===== src/rtl/pcnu_pkg.sv =====
package pcnu_pkg;

   typedef enum logic [1:0] {
      NX_STEP = 2'd0,
      NX_REL  = 2'd1,
      NX_PAGE = 2'd2,
      NX_IND  = 2'd3
   } nx_src_e;

   typedef enum logic [1:0] {
      BC_EQ  = 2'd0,
      BC_NE  = 2'd1,
      BC_POS = 2'd2,
      BC_NEG = 2'd3
   } br_cond_e;

endpackage


===== src/rtl/pcnu_sext.sv =====
module pcnu_sext #(
   parameter int IN_W  = 5,
   parameter int OUT_W = 16
) (
   input  logic [IN_W-1:0]  din,
   output logic [OUT_W-1:0] dout
);
   localparam int PAD_W = OUT_W - IN_W;

   generate
      if (PAD_W > 0) begin : g_pad
         assign dout = {{PAD_W{din[IN_W-1]}}, din};
      end else begin : g_same
         assign dout = din[OUT_W-1:0];
      end
   endgenerate
endmodule


===== src/rtl/pcnu_cond.sv =====
module pcnu_cond
   import pcnu_pkg::*;
#(
   parameter int DW          = 16,
   parameter bit SIGNED_ZERO = 1'b1
) (
   input  br_cond_e        kind,
   input  logic [DW-1:0]   a,
   input  logic [DW-1:0]   b,
   output logic            hit
);
   logic eq_w;
   logic pos_w;
   logic neg_w;

   assign eq_w = (a == b);

   generate
      if (SIGNED_ZERO) begin : g_signed
         assign neg_w = a[DW-1];
         assign pos_w = ~a[DW-1] & (|a);
      end else begin : g_unsigned
         assign neg_w = 1'b0;
         assign pos_w = |a;
      end
   endgenerate

   always_comb begin
      unique case (kind)
         BC_EQ:   hit = eq_w;
         BC_NE:   hit = ~eq_w;
         BC_POS:  hit = pos_w;
         BC_NEG:  hit = neg_w;
         default: hit = 1'b0;
      endcase
   end
endmodule


===== src/rtl/pcnu_nextsel.sv =====
module pcnu_nextsel
   import pcnu_pkg::*;
#(
   parameter int PC_W  = 16,
   parameter int OFF_W = 5,
   parameter int JMP_W = 11
) (
   input  logic [PC_W-1:0]  pc_cur,
   input  nx_src_e          src,
   input  logic             cond_hit,
   input  logic [OFF_W-1:0] off,
   input  logic [JMP_W-1:0] page_tgt,
   input  logic [PC_W-1:0]  ind_tgt,
   output logic [PC_W-1:0]  seq_pc,
   output logic [PC_W-1:0]  pc_nxt
);
   localparam int HI_W = PC_W - JMP_W;

   logic [PC_W-1:0] off_ext;
   logic [PC_W-1:0] rel_pc;
   logic [PC_W-1:0] page_pc;

   pcnu_sext #(.IN_W(OFF_W), .OUT_W(PC_W)) u_sext (
      .din  (off),
      .dout (off_ext)
   );

   assign seq_pc  = pc_cur + {{(PC_W-1){1'b0}}, 1'b1};
   assign rel_pc  = seq_pc + off_ext;

   generate
      if (HI_W > 0) begin : g_page
         assign page_pc = {pc_cur[PC_W-1 -: HI_W], page_tgt};
      end else begin : g_flat
         assign page_pc = page_tgt[PC_W-1:0];
      end
   endgenerate

   always_comb begin
      unique case (src)
         NX_STEP: pc_nxt = seq_pc;
         NX_REL:  pc_nxt = cond_hit ? rel_pc : seq_pc;
         NX_PAGE: pc_nxt = page_pc;
         NX_IND:  pc_nxt = ind_tgt;
         default: pc_nxt = seq_pc;
      endcase
   end
endmodule


===== src/rtl/pcnu_pcreg.sv =====
module pcnu_pcreg #(
   parameter int              PC_W     = 16,
   parameter logic [PC_W-1:0] RST_ADDR = '0
) (
   input  logic            clk,
   input  logic            rst_n,
   input  logic            en,
   input  logic [PC_W-1:0] d,
   output logic [PC_W-1:0] q
);
   always_ff @(posedge clk) begin
      if (!rst_n) begin
         q <= RST_ADDR;
      end else if (en) begin
         q <= d;
      end
   end
endmodule


===== src/rtl/pc_next_unit.sv =====
module pc_next_unit
   import pcnu_pkg::*;
#(
   parameter int PC_W        = 16,
   parameter int OFF_W       = 5,
   parameter int JMP_W       = 11,
   parameter int IMEM_AW     = 8,
   parameter bit SIGNED_ZERO = 1'b1
) (
   input  logic               clk,
   input  logic               rst_n,
   input  logic               adv_en,
   input  logic [1:0]         nxt_sel,
   input  logic [1:0]         br_kind,
   input  logic [PC_W-1:0]    opnd_a,
   input  logic [PC_W-1:0]    opnd_b,
   input  logic [OFF_W-1:0]   br_off,
   input  logic [JMP_W-1:0]   jmp_tgt,
   input  logic [PC_W-1:0]    reg_tgt,
   output logic [PC_W-1:0]    pc_q,
   output logic [IMEM_AW-1:0] imem_addr,
   output logic [PC_W-1:0]    link_val,
   output logic               br_taken
);
   generate
      if (JMP_W > PC_W) begin : g_bad_jmp
         $error("pc_next_unit: JMP_W exceeds PC_W");
      end
      if (OFF_W >= PC_W || OFF_W < 2) begin : g_bad_off
         $error("pc_next_unit: OFF_W out of range");
      end
      if (IMEM_AW > PC_W || IMEM_AW < 1) begin : g_bad_aw
         $error("pc_next_unit: IMEM_AW out of range");
      end
   endgenerate

   nx_src_e         src_w;
   br_cond_e        kind_w;
   logic            hit_w;
   logic [PC_W-1:0] seq_w;
   logic [PC_W-1:0] nxt_w;

   assign src_w  = nx_src_e'(nxt_sel);
   assign kind_w = br_cond_e'(br_kind);

   pcnu_cond #(.DW(PC_W), .SIGNED_ZERO(SIGNED_ZERO)) u_cond (
      .kind (kind_w),
      .a    (opnd_a),
      .b    (opnd_b),
      .hit  (hit_w)
   );

   pcnu_nextsel #(.PC_W(PC_W), .OFF_W(OFF_W), .JMP_W(JMP_W)) u_nsel (
      .pc_cur   (pc_q),
      .src      (src_w),
      .cond_hit (hit_w),
      .off      (br_off),
      .page_tgt (jmp_tgt),
      .ind_tgt  (reg_tgt),
      .seq_pc   (seq_w),
      .pc_nxt   (nxt_w)
   );

   pcnu_pcreg #(.PC_W(PC_W), .RST_ADDR('0)) u_pc (
      .clk   (clk),
      .rst_n (rst_n),
      .en    (adv_en),
      .d     (nxt_w),
      .q     (pc_q)
   );

   assign imem_addr = pc_q[IMEM_AW-1:0];
   assign link_val  = seq_w;
   assign br_taken  = (src_w == NX_REL) & hit_w;
endmodule


===== config.mk =====
export PLATFORM = sky130hd
export DESIGN_NAME = pc_next_unit
export DESIGN_NICKNAME = d
export VERILOG_FILES = /design/src/rtl/pcnu_pkg.sv /design/src/rtl/pcnu_sext.sv /design/src/rtl/pcnu_cond.sv /design/src/rtl/pcnu_nextsel.sv /design/src/rtl/pcnu_pcreg.sv /design/src/rtl/pc_next_unit.sv
export SDC_FILE = /design/constraint.sdc
export NUM_CORES = 1
export LEC_CHECK = 0
export ABC_AREA = 1
export BUFFER_PORTS_ARGS = -buffer_cell sky130_fd_sc_hd__clkbuf_2
export CAP_MARGIN = 20
export CORE_ASPECT_RATIO = 0.6
export CORE_UTILIZATION = 35
export CTS_CLUSTER_SIZE = 14
export DETAILED_ROUTE_END_ITERATION = 12
export PLACE_DENSITY_LB_ADDON = 0.2
export SETUP_SLACK_MARGIN = 0.2
export SLEW_MARGIN = 15
export SYNTH_ARGS = -nofsm -noshare
export SYNTH_HDL_FRONTEND = slang
export SYNTH_HIERARCHICAL = 1
export SYNTH_SLANG_ARGS = --single-unit

===== constraint.sdc =====
create_clock -name clk -period 2.4 [get_ports clk]
set_input_delay 0.48 -clock clk [delete_from_list [all_inputs] [get_ports clk]]
set_output_delay 0.48 -clock clk [all_outputs]
set_load 0.01 [all_outputs]

### Word-level counts from Yosys, hierarchy flattened

Cells that the tools add are included.
W data, S select, Z words.

* muxes and demuxes: 3
* reductions and logical operators: 4
* add/subtract/negate cells: 2
* bitwise logic cells: 5
* equality and inequality tests: 7

Operators with widths (number)
* $pmux W16 S4: 1
* $add A16 B1 Y16 const B: 1
* $add A16 B16 Y16: 1
* $eq A16 B16 Y1: 1
* $mux W16: 1
* $reduce_or A16 Y1: 1
* $eq A2 B2 Y1 const B: 4
* $eq A2 B1 Y1 const B: 2
* $logic_not A2 Y1: 2
* $pmux W1 S4: 1
* $not A1 Y1: 3
* $and A1 B1 Y1: 2
* $reduce_and A2 Y1: 1

* register bits after elaboration: 16
* output and inout port bits: 41
* word-level logic and storage cells: 23
* bits of input ports: 71

### Depth between registers and ports, before layout

* word-level depth: 5
* mapped depth: 25
* mapped depth without buffers: 25

### By module

Netlist, hierarchy kept.

By module, submodules not included
* pcnu_nextsel: area an instance 1953.1 um2, cells an instance 379, times used 1, seq. area each 0.0 um2
* pcnu_pcreg: area an instance 674.4 um2, cells an instance 101, times used 1, seq. area each 320.3 um2
* pcnu_cond: area an instance 440.4 um2, cells an instance 110, times used 1, seq. area each 0.0 um2
* pcnu_sext: area an instance 120.1 um2, cells an instance 16, times used 1, seq. area each 0.0 um2
* pc_next_unit: area an instance 70.1 um2, cells an instance 10, times used 1, seq. area each 0.0 um2

### Worst setup path before layout

OpenSTA, ideal clock, no wires.

* path kind: register -> register
* start: reg u_pc.q[0]
* end: reg u_pc.q[14]
* setup slack: -0.315 ns
* stages on the path, launching flop included: 22
* arrival time: 2.601 ns
* period minus slack after synthesis: 2.715 ns
* buffers on the path: 0
* library setup time: 0.114 ns
* data required time: 2.286 ns
* path through: dfxtp_1 ha_1 nand2_1 nor2_2 nand2_2 nor2_4 nand2_1 nand2_1 nand2_1 ha_1 inv_1 nor3_1 and2_1 nand2_1 nand3_1 nand3_1 nand2_1 nand3_1 inv_1 nand2_1 nand2_1 nor2_2

* longest elaborated chain between the ends: 4

RTL lines
* start: declaration: RTL line pcnu_pcreg.sv:9 `output logic [PC_W-1:0] q`
* start signal: assignment: RTL line pcnu_pcreg.sv:13 `q <= RST_ADDR;`
* start signal: assignment: RTL line pcnu_pcreg.sv:15 `q <= d;`
* $add A16 B1 Y16: RTL line pcnu_nextsel.sv:28 `assign seq_pc = pc_cur + {{(PC_W-1){1'b0}}, 1'b1};`
* named net link_val[12]: RTL line pc_next_unit.sv:22 `output logic [PC_W-1:0] link_val,`
* $add A16 B16 Y16: RTL line pcnu_nextsel.sv:29 `assign rel_pc = seq_pc + off_ext;`
* $mux W16: RTL line pcnu_nextsel.sv:42 `NX_REL: pc_nxt = cond_hit ? rel_pc : seq_pc;`
* $pmux W16 S4: RTL line pcnu_nextsel.sv:40 `unique case (src)`
* named net nxt_w[14]: RTL line pc_next_unit.sv:41 `logic [PC_W-1:0] nxt_w;`

The timed path passes the listed nets, and every way through them passes these cells.
A chain may end at the register's enable or synchronous reset.

### Worst setup path in the final report

* start: reg u_pc.q[1]
* end: reg u_pc.q[14]

* longest elaborated chain between the ends: 4

RTL lines (RTL line)
* $add A16 B1 Y16 (*): pcnu_nextsel.sv:28
* $add A16 B16 Y16: pcnu_nextsel.sv:29
* $mux W16: pcnu_nextsel.sv:42
* $pmux W16 S4 (*): pcnu_nextsel.sv:40
* named net nxt_w[14]: pc_next_unit.sv:41

The timed path passes the listed nets; every way through them passes the cells marked *.

==> flow_summary_export.csv <==
group,metric,value,unit
timing,whs,0.531,ns
setup_path,ff2ff_setup_slack,-0.28,ns
finish,multiInputGateArea,2870,µm²
global_route,grt_overflow,0,
logic_synthesis,ys_types,37,
logic_synthesis,yosysMostFrequentCell,"nand2_1",
finish,fin_cells,899,
clocking,root_buffer,"clkbuf_16",
finish,reg_top3,"u_pc/q (16)",
timing,worst_pin_slew,0.654,ns
routing,drt_iter0_markers,210,
logic_synthesis,yosys-top-cells-area,"nand2_1, inv_1, nand3_1",
logic_synthesis,syn_area_per_cell,5.29,µm²
timing,max_freq,373,MHz
floorplan,dieArea,9710,µm²
place,place_hpwl,9000,µm
routing,vias,4290,
timing,rsz0062_at_grt,"true",
outcome,outcome,"finished, violations left",
logic_synthesis,synth_edf_count,0,
power,powerDensity,339,nW/µm²
global_route,grt_pass1_wl,19000,µm
setup_path,path_class,"register to register",
hold_path,holdPathStages,2,
finish,final_util,58.9,%
global_route,grt_pass1_vias,4080,
finish,final-seq-area,339,µm²
timing,period_needed,2.68,ns
logic_synthesis,netlist_instances,616,
place,place_area,4470,µm²
logic_synthesis,ys_async_sr_fraction,0,%
setup_path,crit_arrival,2.83,ns
floorplan,core,8750,µm²
floorplan,fp.dieW,127,µm
routing,via_per_inst,4.77,
logic_synthesis,seq_area_frac_synth,9.83,%
timing,skew,0.00151,ns
timing,setup_violations,11,
setup_path,r2r-start,"u_pc/q[1]",
finish,drive_gt1_share,42.6,%
setup_path,worstReg2RegEnd,"u_pc/q[14]",
clocking,cts_buffers,3,
place,place.gp.congestion,0.892,
logic_synthesis,synth_nets,709,
timing,timing_hold_violations_final,0,
timing,fin_ws,-0.284,ns
power,ir_drop,222,µV
hold_path,min_to,"u_pc/q[15]",
clocking,cts.sinks,16,
logic_synthesis,synth_top_area_share,22.1,%
setup_path,required,2.55,ns
timing,period_share,112,%
routing,drt_drc_violations_left,0,
setup_path,worstPathMaxFanout,4,
clocking,htreeDepth,1,
logic_synthesis,synthesis.area,3260,µm²
routing,wl,11400,µm
hold_path,hp-start,"u_pc/q[15]",
global_route,track_usage,24.3,%
logic_synthesis,ys_warn_count,6,
timing,relSlewSlack,56.4,%
place,placed_cells,879,
finish,nFillCells,859,
setup_path,reg2reg_depth,20,
timing,setup_tns,-1.79,ns
setup_path,end_kind,"register",
floorplan,die_y,76.7,µm
routing,antenna_left,0,
logic_synthesis,synth-seq-cells,16,
logic_synthesis,yosys.area.top_type,"nand2_1",
logic_synthesis,synth_commonest_cells,"nand2_1, inv_1, nor2_1",
global_route,grt_max_degree,33,
routing,wl_per_cell,12.6,µm
finish,largest_reg_flops,16,
floorplan,initial_core_util,37.2,%
setup_path,crit_path_start_kind,"register",
finish,antennaDiodeCount,0,
clocking,clock_path_buffers,2,
finish,top_register,"u_pc/q",
timing,slew_viol_final,0,
place,portBuffers,111,
clocking,clk_latency,0.26,ns
finish,fin_area,5160,µm²
clocking,cts.hold.buffers_added,0,
finish,flow.area_growth_from_synthesis,58.3,%
clocking,cts_tree,"built",
hold_path,hold_path.class,"register to register",
outcome,violations,"setup timing",
power,power_leakage,2.87,nW
logic_synthesis,ys.flop_type,"dfxtp_1",
job,cap_violations,0,
finish,final_nets,881,
clocking,clk_pin_slew,0.05,ns
floorplan,rows,26,
routing,drt-pass1-iter-count,5,
floorplan,io_pins,112,
global_route,antenna_found_initial,0,
[power by group]
| group | total, mW | switching (mW) | leakage, nW | internal (mW) |
|---|---|---|---|---|
| registers | 0.314 | 0.0256 | 0.136 | 0.288 |
| clock network | 0.342 | 0.120 | 0.0385 | 0.222 |
| logic | 1.09 | 0.584 | 2.70 | 0.509 |
[worst max-delay path, stage by stage, from the launching register on]
cell     delay [ns]
dfxtp_4        0.36
ha_4           0.15
nand2_4        0.06
nor2_4         0.13
nand2_4        0.09
nor2_4         0.19
xnor2_2        0.15
inv_2          0.12
ha_4           0.30
nand2_4        0.06
nor3_4         0.21
and2_4         0.18
nand2_4        0.04
nand3_2        0.07
nand3_2        0.09
nand2_2        0.09
nand3_2        0.06
inv_2          0.04
nand2_1        0.04
nand2_1        0.09
nor2_2         0.03
[stage by stage]
stage,power [mW],worst slack [ns]
3_3_place_gp,1.22,-0.296
2_1_floorplan,0.873,-0.0428
5_1_grt,1.90,-0.443
6_report,1.75,-0.284
4_1_cts,1.68,-0.187
3_5_place_dp,1.23,-0.335
[logic make-up after synthesis]
family | synth area share [%]
flip-flops | 9.83
XOR/XNOR | 3.46
buffers and inverters | 20.8
AO/OA/AOI/OAI | 9.02
adder cells (fa/ha/maj) | 8.68
AND/OR/NAND/NOR | 48.2
[worst max path at each step]
stage / from / to / slack (ns)
after floorplan: u_pc/q[1] / u_pc/q[14] / -0.04
after global placement: u_pc/q[1] / u_pc/q[14] / -0.30
after detailed placement: u_pc/q[1] / u_pc/q[14] / -0.33
after CTS: u_pc/q[0] / u_pc/q[14] / -0.19
after global routing: u_pc/q[1] / u_pc/q[14] / -0.44
final: u_pc/q[1] / u_pc/q[14] / -0.28
[layer usage]
layer | up-vias | share of wire (%) | global-route usage, %
met5 | - | 0 | 0
met2 | 129 | 44 | 39.6
met1 | 1929 | 50 | 33.7
met4 | 0 | 0.51 | 3.49
li1 | 2226 | - | -
met3 | 6 | 5.6 | 4.61
[placed cells by master, fill, tap and decap left out, types with 8 or more instances in the layout]
| cell | Yosys | routed |
|---|---|---|
| a21oi_1 | 21 | 10 |
| buf_4 | 25 | 86 |
| buf_6 | 3 | 12 |
| clkbuf_2 | 1 | 108 |
| dfxtp_1 | 16 | 9 |
| ha_4 | 0 | 18 |
| inv_1 | 107 | 95 |
| inv_2 | 2 | 13 |
| nand2_1 | 192 | 169 |
| nand2_2 | 5 | 21 |
| nand3_1 | 67 | 61 |
| nor2_1 | 73 | 60 |
| nor2_2 | 6 | 16 |
| o21ai_0 | 16 | 10 |
| o21ai_1 | 3 | 8 |
[final cells by class]
class	count	share of cell area (%)
clock buffer	3	1.46
clock inverter	1	0.0728
inverter	109	7.98
multi-input combinational	452	55.6
sequential	16	6.58
tap	112	2.72
timing repair buffer	206	25.6
[what timing repair did]
action / 4_1_cts / 5_1_grt
setup endpoints to repair: 19 / 24
pin swaps: 25 / 18
resized for setup: 67 / 45
setup buffers: 13 / 3
Note: power is estimated with default switching activity, not from simulation.
